### src/rtl/fsel_pkg.sv
package fsel_pkg;
    localparam int NT      = 4;
    localparam int TID_W   = $clog2(NT);
    localparam int CNT_W   = 7;
    localparam int FETCH_W = 8;
    localparam int HALF_W  = FETCH_W / 2;
    localparam int SLOT_W  = $clog2(FETCH_W + 1);

    typedef enum logic [1:0] {
        POL_ROTATE = 2'd0,
        POL_BRANCH = 2'd1,
        POL_DMISS  = 2'd2,
        POL_FRONT  = 2'd3
    } policy_e;

    typedef logic [CNT_W-1:0]  cnt_t;
    typedef logic [SLOT_W-1:0] slot_t;

    typedef struct packed {
        logic             vld;
        logic [TID_W-1:0] id;
    } pick_t;

    function automatic cnt_t sat_step(cnt_t c, logic inc, logic dec);
        cnt_t r = c;
        if (inc && !dec && c != {CNT_W{1'b1}}) r = c + 1'b1;
        if (dec && !inc && c != '0)            r = c - 1'b1;
        return r;
    endfunction

    function automatic slot_t umin(slot_t a, slot_t b);
        return (a < b) ? a : b;
    endfunction
endpackage

### src/rtl/fsel_occupancy.sv
module fsel_occupancy
    import fsel_pkg::*;
#(
    parameter int N = NT
) (
    input  logic                  clk,
    input  logic                  rst,
    input  logic [N-1:0]          inc_i,
    input  logic [N-1:0]          dec_i,
    output logic [N-1:0][CNT_W-1:0] cnt_o
);
    for (genvar t = 0; t < N; t++) begin : g_thr
        always_ff @(posedge clk) begin
            if (rst) cnt_o[t] <= '0;
            else     cnt_o[t] <= sat_step(cnt_o[t], inc_i[t], dec_i[t]);
        end
    end
endmodule

### src/rtl/fsel_ranker.sv
module fsel_ranker
    import fsel_pkg::*;
#(
    parameter int N = NT
) (
    input  logic [N-1:0][CNT_W-1:0] key_i,
    input  logic [N-1:0]            elig_i,
    input  logic [TID_W-1:0]        ptr_i,
    input  logic                    dual_i,
    output pick_t                   p0_o,
    output pick_t                   p1_o
);
    cnt_t best0, best1;

    always_comb begin
        p0_o  = '0;
        p1_o  = '0;
        best0 = '0;
        best1 = '0;
        // scan from the pointer so the first strict minimum found wins ties
        for (int k = 0; k < N; k++) begin
            logic [TID_W-1:0] idx;
            idx = TID_W'((int'(ptr_i) + k) % N);
            if (elig_i[idx] && (!p0_o.vld || key_i[idx] < best0)) begin
                p0_o.vld = 1'b1;
                p0_o.id  = idx;
                best0    = key_i[idx];
            end
        end
        for (int k = 0; k < N; k++) begin
            logic [TID_W-1:0] idx;
            idx = TID_W'((int'(ptr_i) + k) % N);
            if (dual_i && elig_i[idx] && !(p0_o.vld && idx == p0_o.id)
                && (!p1_o.vld || key_i[idx] < best1)) begin
                p1_o.vld = 1'b1;
                p1_o.id  = idx;
                best1    = key_i[idx];
            end
        end
    end
endmodule

### src/rtl/fsel_budget.sv
module fsel_budget
    import fsel_pkg::*;
(
    input  pick_t p0_i,
    input  pick_t p1_i,
    input  logic  dual_i,
    input  logic  halves_i,
    input  slot_t dem0_i,
    input  slot_t dem1_i,
    output slot_t s0_o,
    output slot_t s1_o
);
    localparam slot_t FULL = SLOT_W'(FETCH_W);
    localparam slot_t HALF = SLOT_W'(HALF_W);

    slot_t d0, d1;
    assign d0 = umin(dem0_i, FULL);
    assign d1 = umin(dem1_i, FULL);

    always_comb begin
        s0_o = '0;
        s1_o = '0;
        if (p0_i.vld) begin
            if (!dual_i) begin
                s0_o = d0;
            end else if (halves_i) begin
                if (p1_i.vld) begin
                    s0_o = umin(d0, HALF);
                    s1_o = umin(d1, HALF);
                end else begin
                    s0_o = d0;
                end
            end else begin
                s0_o = d0;
                if (p1_i.vld) s1_o = umin(d1, FULL - d0);
            end
        end
    end
endmodule

### src/rtl/smt_fetch_arbiter.sv
module smt_fetch_arbiter
    import fsel_pkg::*;
(
    input  logic                  clk,
    input  logic                  rst,
    input  logic [1:0]            policy_i,
    input  logic                  dual_i,
    input  logic                  halves_i,
    input  logic [NT-1:0]         icmiss_i,
    input  logic [NT-1:0]         fe_enter_i,
    input  logic [NT-1:0]         fe_leave_i,
    input  logic [NT-1:0]         br_enter_i,
    input  logic [NT-1:0]         br_resolve_i,
    input  logic [NT-1:0]         dm_start_i,
    input  logic [NT-1:0]         dm_end_i,
    input  logic [NT*SLOT_W-1:0]  demand_i,
    output logic [TID_W-1:0]      win0_id_o,
    output logic                  win0_vld_o,
    output logic [TID_W-1:0]      win1_id_o,
    output logic                  win1_vld_o,
    output logic [SLOT_W-1:0]     win0_slots_o,
    output logic [SLOT_W-1:0]     win1_slots_o
);
    logic [NT-1:0][CNT_W-1:0] fe_cnt, br_cnt, dm_cnt, key;
    logic [TID_W-1:0]         ptr_q;
    pick_t                    p0, p1;
    policy_e                  pol;

    assign pol = policy_e'(policy_i);

    fsel_occupancy #(.N(NT)) u_fe (.clk(clk), .rst(rst), .inc_i(fe_enter_i), .dec_i(fe_leave_i),   .cnt_o(fe_cnt));
    fsel_occupancy #(.N(NT)) u_br (.clk(clk), .rst(rst), .inc_i(br_enter_i), .dec_i(br_resolve_i), .cnt_o(br_cnt));
    fsel_occupancy #(.N(NT)) u_dm (.clk(clk), .rst(rst), .inc_i(dm_start_i), .dec_i(dm_end_i),     .cnt_o(dm_cnt));

    always_comb begin
        for (int t = 0; t < NT; t++) begin
            unique case (pol)
                POL_BRANCH: key[t] = br_cnt[t];
                POL_DMISS:  key[t] = dm_cnt[t];
                POL_FRONT:  key[t] = fe_cnt[t];
                default:    key[t] = '0;
            endcase
        end
    end

    fsel_ranker #(.N(NT)) u_rank (
        .key_i(key), .elig_i(~icmiss_i), .ptr_i(ptr_q), .dual_i(dual_i),
        .p0_o(p0), .p1_o(p1)
    );

    fsel_budget u_bud (
        .p0_i(p0), .p1_i(p1), .dual_i(dual_i), .halves_i(halves_i),
        .dem0_i(demand_i[p0.id*SLOT_W +: SLOT_W]),
        .dem1_i(demand_i[p1.id*SLOT_W +: SLOT_W]),
        .s0_o(win0_slots_o), .s1_o(win1_slots_o)
    );

    always_ff @(posedge clk) begin
        if (rst)         ptr_q <= '0;
        else if (p0.vld) ptr_q <= p0.id + 1'b1;
    end

    assign win0_id_o  = p0.id;
    assign win0_vld_o = p0.vld;
    assign win1_id_o  = p1.id;
    assign win1_vld_o = p1.vld;
endmodule

### config.mk
export PLATFORM = sky130hd
export DESIGN_NAME = smt_fetch_arbiter
export DESIGN_NICKNAME = d
export VERILOG_FILES = /design/src/rtl/fsel_pkg.sv /design/src/rtl/fsel_occupancy.sv /design/src/rtl/fsel_ranker.sv /design/src/rtl/fsel_budget.sv /design/src/rtl/smt_fetch_arbiter.sv
export SDC_FILE = /design/constraint.sdc
export NUM_CORES = 1
export LEC_CHECK = 0
export ABC_AREA = 1
export CORE_MARGIN = 2
export CORE_UTILIZATION = 43
export DETAILED_ROUTE_END_ITERATION = 10
export GPL_TIMING_DRIVEN = 0
export PLACE_DENSITY = 0.64
export SLEW_MARGIN = 25
export SYNTH_ARGS = -nofsm -noshare
export SYNTH_HDL_FRONTEND = slang
export SYNTH_SLANG_ARGS = --single-unit
### constraint.sdc
create_clock -name clk -period 16.7 [get_ports clk]
set_input_delay 2.505 -clock clk [delete_from_list [all_inputs] [get_ports clk]]
set_output_delay 2.505 -clock clk [all_outputs]
set_load 0.05 [all_outputs]
=== Word-level counts from Yosys, hierarchy flattened ===
Cells that the tools add are included.
Widths: inputs -> output; s select.

* Register bits after elaboration: 86
* Latch bits: 0
* Memory bits (writable): 0
* ROM bits: 0
* Input bits: 50
* Output and inout bits: 14
* Word-level logic and storage cells: 281
* Memories kept: 0

* Add/subtract/negate cells: 29
* $mul: 0
* Divide/modulo/power cells: 0
* Magnitude comparators: 15
* Equal/unequal tests: 19
* Shifts and indexed selects: 2
* Muxes and demuxes: 72
* Bitwise operators: 1
* Reduce and logical (&&, ||, !) cells: 130

{| class="wikitable"
|+ Operators by type and width
! operator !! number
|-
| $mux 7 || 34
|-
| $add 7x1->7 const B || 12
|-
| $ne 7x7->1 const B || 12
|-
| $pmux 7 s3 || 4
|-
| $reduce_bool 7->1 || 12
|-
| $sub 7x1->7 const B || 12
|-
| $logic_and 1x1->1 || 66
|-
| $bmux 7 s2 || 4
|-
| $mux 4 || 14
|-
| $lt 7x7->1 || 6
|-
| $logic_not 1->1 || 34
|-
| $shiftx 16x5->4 || 2
|-
| $mux 3 || 8
|-
| $reduce_bool 2->1 || 12
|-
| $lt 2x3->1 const B || 4
|-
| $bmux 1 s2 || 4
|-
| $eq 2x2->1 || 4
|-
| $lt 4x3->1 const B || 2
|-
| $lt 4x4->1 const B || 2
|-
| $logic_or 1x1->1 || 6
|-
| $add 2x1->2 const B || 2
|-
| $add 2x2->2 const B || 2
|-
| $eq 2x2->1 const B || 2
|-
| $lt 4x4->1 || 1
|-
| other kinds (4) || 7
|}

=== Depth between registers and ports, before layout ===
Gate-level depths: netlist of run 1.

* Depth in word-level cells: 43
* Depth in mapped cells: 101
* Depth with buffers taken out: 94

=== By module ===
A second synthesis of run 1 with hierarchy kept.

* Cells, all modules: 1770
* Area, all modules: 10670.2 um^2

{| class="wikitable"
|+ Modules (own cells, without submodules)
! module !! times used !! cells an instance !! area an instance (um^2) !! seq. area each (um^2)
|-
| fsel_occupancy || 3 || 342 || 2304.7 || 560.5
|-
| fsel_ranker || 1 || 459 || 2383.5 || 0.0
|-
| smt_fetch_arbiter || 1 || 217 || 983.4 || 40.0
|-
| fsel_budget || 1 || 68 || 389.1 || 0.0
|}

=== Least setup slack after synthesis of run 1 ===
Ideal clock, no wire load.

* Path type: input port to output port
* Start: input policy_i[0]
* End: output win1_slots_o[0]
* Arrival: 13.212 ns
* Required time: 14.195 ns
* Slack: 0.983 ns
* Stages on the path: 81
* Buffers on the path: 7
* Path through: buf_4 > nor2_1 > clkbuf_1 > inv_1 > o22ai_1 > a21oi_1 > o21ai_0 > inv_1 > o21ai_0 > ha_1 > nand2_1 > nor2_1 > a211oi_1 > nand2_1 > nand2_2 > nand2_4 > clkbuf_1 > nand2_1 > [... 45 more ...] > o21ai_0 > ha_1 > a21oi_1 > nor2_1 > a211oi_1 > nand2_1 > nand2_2 > nand2_4 > o21ai_4 > nand3_1 > nand2_2 > inv_1 > ha_1 > a21oi_1 > nand3_1 > nand2_1 > nor2_1 > nor2_1

* Longest elaborated chain between the ends: 43
* Elaborated cells on any way between the ends: 83

{| class="wikitable"
|+ Ends and longest elaborated chain
! item !! line !! RTL
|-
| start, declared || smt_fetch_arbiter.sv:6 || <nowiki>input logic [1:0] policy_i,</nowiki>
|-
| $eq 2x2->1 or $eq 2x1->1 (tied branches) || smt_fetch_arbiter.sv:37 || <nowiki>unique case (pol)</nowiki>
|-
| $pmux 7 s3 || smt_fetch_arbiter.sv:37 ||
|-
| $bmux 7 s2 || - ||
|-
| $mux 7 || - ||
|-
| $mux 7 || fsel_ranker.sv:24 || <nowiki>if (elig_i[idx] && (!p0_o.vld || key_i[idx] < best0)) begin</nowiki>
|-
| $lt 7x7->1 || fsel_ranker.sv:24 ||
|-
| $logic_or 1x1->1 || fsel_ranker.sv:24 ||
|-
| $logic_and 1x1->1 || fsel_ranker.sv:24 ||
|-
| [... 26 more ...] || - ||
|-
| via win1_id_o[1] || smt_fetch_arbiter.sv:19 || <nowiki>output logic [TID_W-1:0] win1_id_o,</nowiki>
|-
| [... 1 more ...] || - ||
|-
| $lt 4x4->1 || fsel_pkg.sv:32 || <nowiki>return (a < b) ? a : b;</nowiki>
|-
| $mux 4 (*) || fsel_pkg.sv:32 ||
|-
| $lt 4x4->1 or $lt 4x3->1 (tied branches) || fsel_pkg.sv:32 ||
|-
| $mux 4 || fsel_pkg.sv:32 ||
|-
| $mux 4 (on tied branches) || fsel_budget.sv:35, fsel_budget.sv:27 ||
|-
| $mux 4 (*) || fsel_budget.sv:26 || <nowiki>end else if (halves_i) begin</nowiki>
|-
| $mux 4 (*) || fsel_budget.sv:24 || <nowiki>if (!dual_i) begin</nowiki>
|-
| $mux 4 (*) || fsel_budget.sv:23 || <nowiki>if (p0_i.vld) begin</nowiki>
|-
| end, declared || smt_fetch_arbiter.sv:22 || <nowiki>output logic [SLOT_W-1:0] win1_slots_o</nowiki>
|}

The timed path passes the listed nets; every way through them passes the cells marked *. The select of a mux whose other input is x is not followed.

=== Worst setup path in the final report of run 1 ===
* Start: input policy_i[0]
* End: output win1_slots_o[1]

* Longest elaborated chain between the ends: 43
* Elaborated cells on any way between the ends: 83

{| class="wikitable"
|+ Ends and longest elaborated chain
! item !! line
|-
| $eq 2x2->1 or $eq 2x1->1 (tied branches) || smt_fetch_arbiter.sv:37
|-
| $pmux 7 s3 || smt_fetch_arbiter.sv:37
|-
| $bmux 7 s2 || -
|-
| $mux 7 || -
|-
| $mux 7 || fsel_ranker.sv:24
|-
| $lt 7x7->1 || fsel_ranker.sv:24
|-
| $logic_or 1x1->1 || fsel_ranker.sv:24
|-
| $logic_and 1x1->1 || fsel_ranker.sv:24
|-
| [... 27 more ...] || -
|-
| $lt 4x4->1 || fsel_pkg.sv:32
|-
| $mux 4 || fsel_pkg.sv:32
|-
| $lt 4x4->1 or $lt 4x3->1 (tied branches) || fsel_pkg.sv:32
|-
| $mux 4 || fsel_pkg.sv:32
|-
| $mux 4 (on tied branches) || fsel_budget.sv:35, fsel_budget.sv:27
|-
| $mux 4 || fsel_budget.sv:26
|-
| $mux 4 || fsel_budget.sv:24
|-
| $mux 4 (*) || fsel_budget.sv:23
|}

Mark *: on every way between the ends. The rest lies on a longest branch, timed or not. The select of a mux whose other input is x is not followed.

==> flow_metrics.py, run 1 <==
metrics = {
    "clocking": {
        "clock_sinks": 86,
        "numCtsBuffers": 9,
        "insertion_delay_ns": 0.36,
        "clock_path_buffers": 2,
        "cts_hold_buf": 0,
        "cts-root-buf": "clkbuf_16",
        "htreeDepth": 3,
        "cts_tree": "built",
        "clk_pin_slew_ns": 0.07,
    },
    "setup_path": {
        "crit_path_end": "win1_slots_o[1]",
        "critPathKind": "in2out",
        "slowest_stage": "ha_1",
        "cp-start-kind": "primary input",
        "crit_arrival_ns": 13.50,
        "required_ns": 14.20,
        "r2r_end": "ptr_q[1]",
        "reg2reg_depth": 37,
        "rr_startpoint": "ptr_q[1]",
        "cp-end-kind": "primary output",
        "crit_top_cell": "nand2_1",
        "reg2reg_slack_ns": 10.08,
        "slowest_delay_ns": 0.35,
        "worstSetupStartpoint": "policy_i[0]",
        "critPathMaxFanout": 10,
    },
    "routing": {
        "drt-pass1-iter-count": 5,
        "via_per_inst": 5.484,
        "num_vias": 9838,
        "antenna_left": 0,
        "drc": 0,
        "drtIter0Drc": 563,
        "wl_per_cell_um": 15.23,
        "wirelength_mm": 27.32,
    },
    "die": {
        "die_w_um": 149.4,
        "fp.dieArea_sq_um": 22330,
        "die_y_um": 149.4,
        "io_pins": 64,
        "initial_core_util_pct": 43.54,
        "rows": 53,
        "core_sq_um": 20890,
    },
    "timing": {
        "slew_headroom_pct": 42.91,
        "fin_skew_ns": 0.006146,
        "drv_slew": 0,
        "min_period_ns": 16.01,
        "hold_violations": 0,
        "fin_crit_sh_pct": 95.85,
        "fmax_mhz": 62.47,
        "setup_viol": 0,
        "worst_slew_pin_slew_ns": 0.8498,
    },
    "cells_and_area": {
        "drive_gt1_share_pct": 10.20,
        "n_antenna_cell": 0,
        "fin_cells": 1794,
        "area_delta_synth_final_pct": 20.48,
        "nNetsFinal": 1676,
    },
    "global_routing": {
        "gr-usage-all-layers_pct": 23.78,
        "grt_pass1_wl_mm": 42.60,
        "grt-ovfl-total": 0,
        "grt_max_degree": 17,
        "antenna_found_initial": 0,
        "grt_pass1_vias": 8875,
    },
    "synth": {
        "yosys_register_bits": 86,
        "syn_avg_cell_area_sq_um": 6.437,
        "yosys.area.top_type": "dfxtp_1",
        "synth_top_area_share_pct": 18.93,
        "synth_edf_count": 0,
        "synth_area_leaders": "dfxtp_1 19%, ha_1 14%, nand2_1 12%",
        "synth.distinct_cells": 45,
        "synthCells": 1413,
        "syn_nets": 1575,
        "synth_ff_type": "dfxtp_1",
        "syn_area_sq_um": 9095,
        "synthArstFlopShare_pct": 0,
        "yosysSeqAreaShare_pct": 18.93,
        "yosys_warnings": 0,
    },
    "outcome": {
        "status": "finished, final reports clean",
    },
    "placement": {
        "dp.final_hpwl_mm": 21.36,
        "routabilityCongestion": 0.9136,
        "io_buffers": 62,
        "dp_cells": 1750,
    },
    "worst_hold_path": {
        "min_path_cells": 1,
        "hp-class": "reg2reg",
    },
    "run": {
        "cap_violations": 0,
    },
}
[metrics by stage]
stage          TNS [ns]  utilization (%)  cell area, sq um  setup WS, ns  hold slack (ns)
6_report              0            52.46             10960        0.6923           0.5004
5_1_grt         -0.3742            52.46             10960       -0.1290           0.5236
4_1_cts               0            50.16             10480       0.09369           0.4968
3_5_place_dp     -8.804            48.16             10060        -1.965           0.4784
3_3_place_gp     -8.890            48.16             10060        -1.986           0.4739
2_1_floorplan         0                -              9095        0.9830           0.4434
[sequential cells by signal, indices dropped and copies added, names as in the netlist]
signal and flops:
ptr_q 2, u_br.cnt_o 28, u_dm.cnt_o 28, u_fe.cnt_o 28
[cell type report]
cell class                      count  area (sq um)
Fill cell                        2141          9931
Multi-Input combinational cell   1101          6803
Sequential cell                    86          1722
Timing Repair Buffer               91         843.3
Inverter                          176         664.4
Tap cell                          275         344.1
Buffer                             49         274.0
Clock buffer                       10         239.0
Clock inverter                      6         68.82
[what timing repair did]
item / 4_1_cts / 5_1_grt
buffers inserted: 8 / 19
pin swaps: 2 / 30
gates resized for setup: 61 / 94
cloned: 0 / 2
endpoints found under the setup margin: 6 / 6
[synth_stat cells, types with 2 or more instances]
master      n
o22ai_1     4
a21oi_1   135
a211oi_1   19
buf_2       4
inv_2       7
nand2_1   285
nor2_1     80
buf_1       6
a31oi_1     3
xnor2_1    17
xor2_1     33
nor3_1     13
dfxtp_1    86
nand2_4     6
a221oi_1    2
mux2_2      2
nor4_1     23
fa_1       12
o221ai_1   11
o31ai_1     2
o21ai_0   207
inv_1     169
buf_4       2
o211ai_1    6
nand3_1    75
o21ai_1     5
nand2_2    20
ha_1      100
clkbuf_1   37
nand4_1    27
[routing by layer]
layer  part of all wire [%]  routed length [um]  track usage [%]  vias to the layer above
li1                       -                   -                -                     5053
met1                     45               12260            30.78                     4478
met2                     47               12810            40.73                      264
met3                    6.0                1638            3.750                       43
met4                    2.3                 621            7.095                        0
met5                      0                   0                0                        -
[logic make-up (layout without fill, tap and decap cells)]
group | Yosys count | after routing | share of synthesized area (%)
XOR/XNOR | 50 | 50 | 4.815
adder cells (fa/ha/maj) | 112 | 112 | 16.40
multiplexers | 3 | 3 | 0.3577
buffers and inverters | 226 | 332 | 9.547
flip-flops | 86 | 86 | 18.93
AO/OA/AOI/OAI | 403 | 403 | 24.12
AND/OR/NAND/NOR | 533 | 533 | 25.84
[critical path, delay by kind of cell]
kind / cells / cell delay, ns
adders and majority gates: 7 / 2.02
and+or+nand+nor: 53 / 4.75
buffers and inverters: 12 / 1.64
AOI/OAI and AO/OA: 16 / 2.58
[placed cells by master, fill, tap and decap left out, drive strengths merged, types with 19 or more instances in the layout]
master and instances:
nand4 27, o21ai 213, a21oi 135, buf 51
ha 100, nor4 23, a211oi 19, inv 176
dfxtp 86, clkbuf 42, xor2 33, nor2 81
nand2 311, clkdlybuf4s50 57, nand3 76
[worst min-delay path by stage]
stage / start / endpoint / slack, ns
3_5_place_dp: u_fe.cnt_o[21] / u_fe.cnt_o[21] / 0.48
2_1_floorplan: u_fe.cnt_o[14] / u_fe.cnt_o[14] / 0.44
3_3_place_gp: u_fe.cnt_o[21] / u_fe.cnt_o[21] / 0.47
6_report: u_fe.cnt_o[14] / u_fe.cnt_o[14] / 0.50
5_1_grt: u_fe.cnt_o[21] / u_fe.cnt_o[21] / 0.52
4_1_cts: u_fe.cnt_o[21] / u_fe.cnt_o[21] / 0.50
Power of run 1 is not shown: default switching activity piles up to over one toggle a cycle in this logic, so the estimate is an artifact.
==> run 2, diff against run 1 <==
- CELL_PAD_IN_SITES_DETAIL_PLACEMENT: unset -> 2
- CELL_PAD_IN_SITES_GLOBAL_PLACEMENT: unset -> 2
- CORE_ASPECT_RATIO: unset -> 0.8
- CORE_MARGIN: 2 -> 3
- CORE_UTILIZATION: 43 -> 34
- PLACE_DENSITY: 0.64 -> 0.86
==> run 2 against run 1 <==
Compared with the run above: the run now ends with max-capacitance violations, max-slew violations, negative setup slack left; flip-flop and latch count unchanged; final cell count grew 6.6%; utilization shrank 5.8 points; register-to-register slack worse by 1.7 ns; count of clock-buffer cells in the layout grew 1; worst setup slack lost 2.2 ns; global-route usage is 2.9 points higher; die area is 29% higher; worst hold slack gained 0.023 ns; sequential share of layout area is 1.4 points lower; via count increased by 25%.
==> flow_metrics.py, run 2 (same netlist as run 1, synthesis figures left out) <==
metrics = {
    "setup_path": {
        "reg2reg_slack_ns": 8.42,
        "cp-start-kind": "primary input",
        "crit_top_cell": "nand2_1",
        "crit_path_end": "win1_slots_o[0]",
        "cp-end-kind": "primary output",
        "critPathKind": "in2out",
        "slowest_delay_ns": 0.41,
        "r2r_end": "ptr_q[1]",
        "reg2reg_depth": 41,
        "required_ns": 14.20,
        "slowest_stage": "ha_1",
        "critPathMaxFanout": 8,
        "crit_arrival_ns": 15.65,
        "rr_startpoint": "ptr_q[1]",
        "worstSetupStartpoint": "policy_i[1]",
    },
    "cells_and_area": {
        "largestRegisters": "u_br.cnt_o (28), u_dm.cnt_o (28), u_fe.cnt_o (28)",
        "drive_gt1_share_pct": 18.45,
        "n_antenna_cell": 0,
        "nNetsFinal": 1718,
        "fillers": 2982,
        "layout_commonest_cell": "nand2_1",
        "seq_area_sq_um": 1722,
        "area_delta_synth_final_pct": 32.58,
        "multi_input_area_sq_um": 7386,
        "layout_common_cells": "250 x nand2_1, 163 x inv_1, 162 x o21ai_0",
    },
    "clocking": {
        "cts_tree": "built",
        "insertion_delay_ns": 0.38,
        "clock_sinks": 86,
        "clock_path_buffers": 2,
        "htreeDepth": 3,
        "clk_pin_slew_ns": 0.08,
        "numCtsBuffers": 9,
        "cts-root-buf": "clkbuf_16",
    },
    "routing": {
        "drt-pass1-iter-count": 5,
        "wl_per_cell_um": 30.38,
        "drc": 0,
        "num_vias": 12280,
        "antenna_left": 0,
        "drtIter0Drc": 935,
        "via_per_inst": 6.421,
        "wirelength_mm": 58.10,
    },
    "timing": {
        "min_period_ns": 18.16,
        "fin_skew_ns": 0.01119,
        "drv_slew": 5,
        "setup_viol": 6,
        "fmax_mhz": 55.07,
        "hold_violations": 0,
        "worst_slack_ns": -1.459,
        "setup-tns-final_ns": -7.307,
        "slew_headroom_pct": -11.24,
        "worst_slew_pin_slew_ns": 1.651,
        "fin_crit_sh_pct": 108.7,
    },
    "die": {
        "io_pins": 64,
        "rows": 52,
        "die_w_um": 188.9,
        "initial_core_util_pct": 35.21,
        "fp.dieArea_sq_um": 28760,
        "die_y_um": 152.3,
        "core_sq_um": 25830,
    },
    "global_routing": {
        "grt_pass1_vias": 11630,
        "grt-ovfl-total": 0,
        "busiest_layer": "met2",
        "use_met3_pct": 3.772,
        "gr-usage-all-layers_pct": 26.69,
        "use_met1_pct": 35.50,
        "grt_pass1_wl_mm": 62.89,
        "antenna_found_initial": 0,
        "grt_max_degree": 15,
        "use_met2_pct": 46.11,
    },
    "outcome": {
        "violations": "max-capacitance violations, max-slew violations, negative setup slack",
        "status": "finished, violations left",
    },
    "placement": {
        "io_buffers": 62,
        "routabilityCongestion": 0.8773,
        "dp.final_hpwl_mm": 29.21,
    },
    "worst_hold_path": {
        "hp-class": "reg2reg",
        "min-delay-start": "u_dm.cnt_o[7]",
    },
    "run": {
        "cap_violations": 1,
    },
}
run 2: cell count changes in the layout (fill, tap and decap cells not counted), sizes merged:
cell,change
buf,+40
bufinv,+1
clkinv,-1
clkinvlp,+1
clkbuf,+3
inv,-2
run 2: area by class of cell:
cell class	count	area share, %
buffer	50	2.573
tap	351	3.642
inverter	176	5.562
sequential	86	14.28
timing repair buffer	132	9.920
clock inverter	5	0.6745
multi-input combinational	1101	61.25
clock buffer	11	2.096
run 2: worst max-delay path: cells and delay by family:
kind / cells / cell delay (ns)
simple gates: 60 / 5.83
compound gates: 12 / 2.53
buf+inv: 19 / 2.42
fa+ha+maj: 7 / 2.33
run 2: routing by layer:
layer  vias to the layer above  share of wire (%)
li1                       5125                  -
met1                      6063                 38
met2                       731                 47
met3                       357                6.9
met4                         0                8.2
met5                         -                  0
run 2: metrics by stage:
stage	cell area, sq um	utilization, %	hold WS [ns]	setup WS [ns]	std cells
after floorplan	9095	-	0.4434	0.9830	1413
after global placement	10150	39.31	0.4784	-2.816	1826
after detailed placement	10150	39.31	0.4760	-3.249	1826
after CTS	10920	42.29	0.5051	0.0009157	1864
after global routing	12060	46.68	0.5570	-1.853	1912
final	12060	46.68	0.5236	-1.459	1912
run 2: repair_timing:
| action | 4_1_cts | 5_1_grt |
|---|---|---|
| endpoints found under the setup margin | 6 | 6 |
| buffers inserted | 21 | 46 |
| pin swaps | 28 | 76 |
| hold buffers | 0 | 0 |
| gates resized for setup | 116 | 180 |
| cloned | 1 | 2 |
run 2: worst min-delay path by stage:
stage	end	slack (ns)	cells past startpoint
after global routing	u_br.cnt_o[7]	0.56	1
after floorplan	u_fe.cnt_o[14]	0.44	1
after detailed placement	u_br.cnt_o[0]	0.48	1
final	u_dm.cnt_o[7]	0.52	1
after global placement	u_br.cnt_o[0]	0.48	1
after CTS	u_br.cnt_o[7]	0.51	1
Power of run 2 is left out for the same reason.
==> run 3, diff against run 2 <==
- MAX_ROUTING_LAYER: unset -> met4
- PLACE_DENSITY: 0.86 -> unset
- PLACE_DENSITY_LB_ADDON: unset -> 0.1
==> run 3 against run 2 <==
Compared with the run above: the flow finishes with violations (negative setup slack); count of clock-buffer cells in the layout unchanged; die area unchanged; register-to-register slack better by 0.23 ns; first-iteration DRC count shrank 20%; routed wire length fell by 13%; worst setup slack better by 0.65 ns; utilization increased by 0.55 points; critical path depth shrank 14; maximum frequency is 3.7% higher; critical path type unchanged; critical endpoint is now win1_slots_o[3].
==> flow_metrics.py, run 3 (same netlist as run 1, synthesis figures left out) <==
metrics = {
    "timing": {
        "drv_slew": 0,
        "worst_slack_ns": -0.8050,
        "rsz0062_at_grt": "yes",
        "fin_crit_sh_pct": 104.8,
        "hold_violations": 0,
        "worst_slew_pin_slew_ns": 1.308,
        "slew_headroom_pct": 11.87,
        "min_period_ns": 17.50,
        "fin_worst_hold_slack_ns": 0.5195,
        "setup_viol": 6,
        "fin_skew_ns": 0.01255,
        "setup-tns-final_ns": -3.464,
        "fmax_mhz": 57.13,
    },
    "routing": {
        "wl_per_cell_um": 26.40,
        "drtIter0Drc": 751,
        "num_vias": 11440,
        "antenna_left": 0,
        "wirelength_mm": 50.61,
        "drc": 0,
        "drt-pass1-iter-count": 4,
        "via_per_inst": 5.969,
    },
    "cells_and_area": {
        "n_antenna_cell": 0,
        "nNetsFinal": 1723,
        "layout_common_cells": "249 x nand2_1, 162 x inv_1, 160 x o21ai_0",
        "largestRegisters": "u_br.cnt_o (28), u_dm.cnt_o (28), u_fe.cnt_o (28)",
        "drive_gt1_share_pct": 19.48,
        "fillers": 3027,
        "layout_commonest_cell": "nand2_1",
        "area_delta_synth_final_pct": 34.13,
    },
    "setup_path": {
        "slowest_delay_ns": 0.36,
        "crit_path_end": "win1_slots_o[3]",
        "critPathMaxFanout": 10,
        "crit_arrival_ns": 15.00,
        "slowest_stage": "ha_1",
        "crit_top_cell": "nand2_1",
        "cp-start-kind": "primary input",
        "worstSetupStartpoint": "policy_i[0]",
        "r2r_end": "ptr_q[1]",
        "rr_startpoint": "ptr_q[1]",
        "reg2reg_depth": 37,
        "required_ns": 14.20,
        "cp-end-kind": "primary output",
        "critPathKind": "in2out",
        "reg2reg_slack_ns": 8.65,
    },
    "clocking": {
        "insertion_delay_ns": 0.38,
        "numCtsBuffers": 9,
        "cts-root-buf": "clkbuf_16",
        "cts_tree": "built",
        "cts_hold_buf": 0,
        "htreeDepth": 3,
        "clock_path_buffers": 2,
        "clk_pin_slew_ns": 0.08,
        "clock_sinks": 86,
    },
    "die": {
        "die_y_um": 152.3,
        "initial_core_util_pct": 35.21,
        "io_pins": 64,
        "fp.dieArea_sq_um": 28760,
        "rows": 52,
        "die_w_um": 188.9,
        "core_sq_um": 25830,
    },
    "run": {
        "cap_violations": 0,
    },
    "global_routing": {
        "grt_max_degree": 15,
        "antenna_found_initial": 0,
        "gr-usage-all-layers_pct": 27.14,
        "grt_pass1_wl_mm": 61.96,
        "grt-ovfl-total": 0,
        "grt_pass1_vias": 11380,
    },
    "placement": {
        "dp.final_hpwl_mm": 29.37,
        "io_buffers": 62,
        "routabilityCongestion": 0.8694,
        "post-place-ws_ns": -3.391,
    },
    "worst_hold_path": {
        "hp-class": "reg2reg",
    },
    "outcome": {
        "violations": "negative setup slack",
        "status": "finished, violations left",
    },
}
==> run 3: cell types whose count changed in the layout (fill, tap and decap cells not counted), sizes merged <==
cell	previous run	this run
buf	91	96
bufinv	2	3
clkinv	2	1
==> run 3: timing repair <==
item / CTS / global route
buffers inserted: 25 / 47
cloned: 0 / 3
gates resized for setup: 166 / 150
pin swaps: 37 / 84
setup endpoints to repair: 6 / 6
hold endpoints to repair: 0 / 0
==> run 3: area by class of cell <==
| type | instances | area (sq um) | area share (%) |
|---|---|---|---|
| timing repair buffer | 137 | 1241 | 10.17 |
| clock inverter | 5 | 106.4 | 0.8718 |
| sequential | 86 | 1722 | 14.11 |
| buffer | 50 | 327.8 | 2.687 |
| multi-input combinational | 1101 | 7450 | 61.07 |
| clock buffer | 11 | 242.7 | 1.990 |
| inverter | 176 | 670.6 | 5.497 |
| tap | 351 | 439.2 | 3.600 |
==> run 3: worst min-delay path by stage <==
stage                   startpoint             end  slack (ns)  depth (start not counted)
floorplan           u_fe.cnt_o[14]  u_fe.cnt_o[14]        0.44                          1
global placement    u_dm.cnt_o[21]  u_dm.cnt_o[21]        0.47                          1
detailed placement  u_dm.cnt_o[21]  u_dm.cnt_o[21]        0.48                          1
global route        u_dm.cnt_o[21]  u_dm.cnt_o[21]        0.55                          1
finish              u_dm.cnt_o[21]  u_dm.cnt_o[21]        0.52                          1
CTS                 u_fe.cnt_o[21]  u_fe.cnt_o[21]        0.50                          1
==> run 3: metrics by stage <==
stage / area [sq um] / cells / util [%]
3_5_place_dp: 10150 / 1826 / 39.31
3_3_place_gp: 10150 / 1826 / 39.31
4_1_cts: 11180 / 1867 / 43.30
6_report: 12200 / 1917 / 47.23
5_1_grt: 12200 / 1917 / 47.23
2_1_floorplan: 9095 / 1413 / -
==> run 3: per-layer routing <==
layer	up-vias	routed length [um]	part of all wire (%)	track usage (%)
li1	5140	-	-	-
met2	387	24890	49	44.96
met5	-	0	0	-
met4	0	2276	4.5	4.750
met1	5741	20980	41	35.79
met3	175	2472	4.9	3.772
==> run 3: critical path, delay by kind of cell <==
family / cells / cell delay [ns]
fa+ha+maj: 7 / 2.14
buf+inv: 14 / 1.88
compound gates: 16 / 3.47
simple gates: 47 / 4.94
Power of run 3 is left out for the same reason.
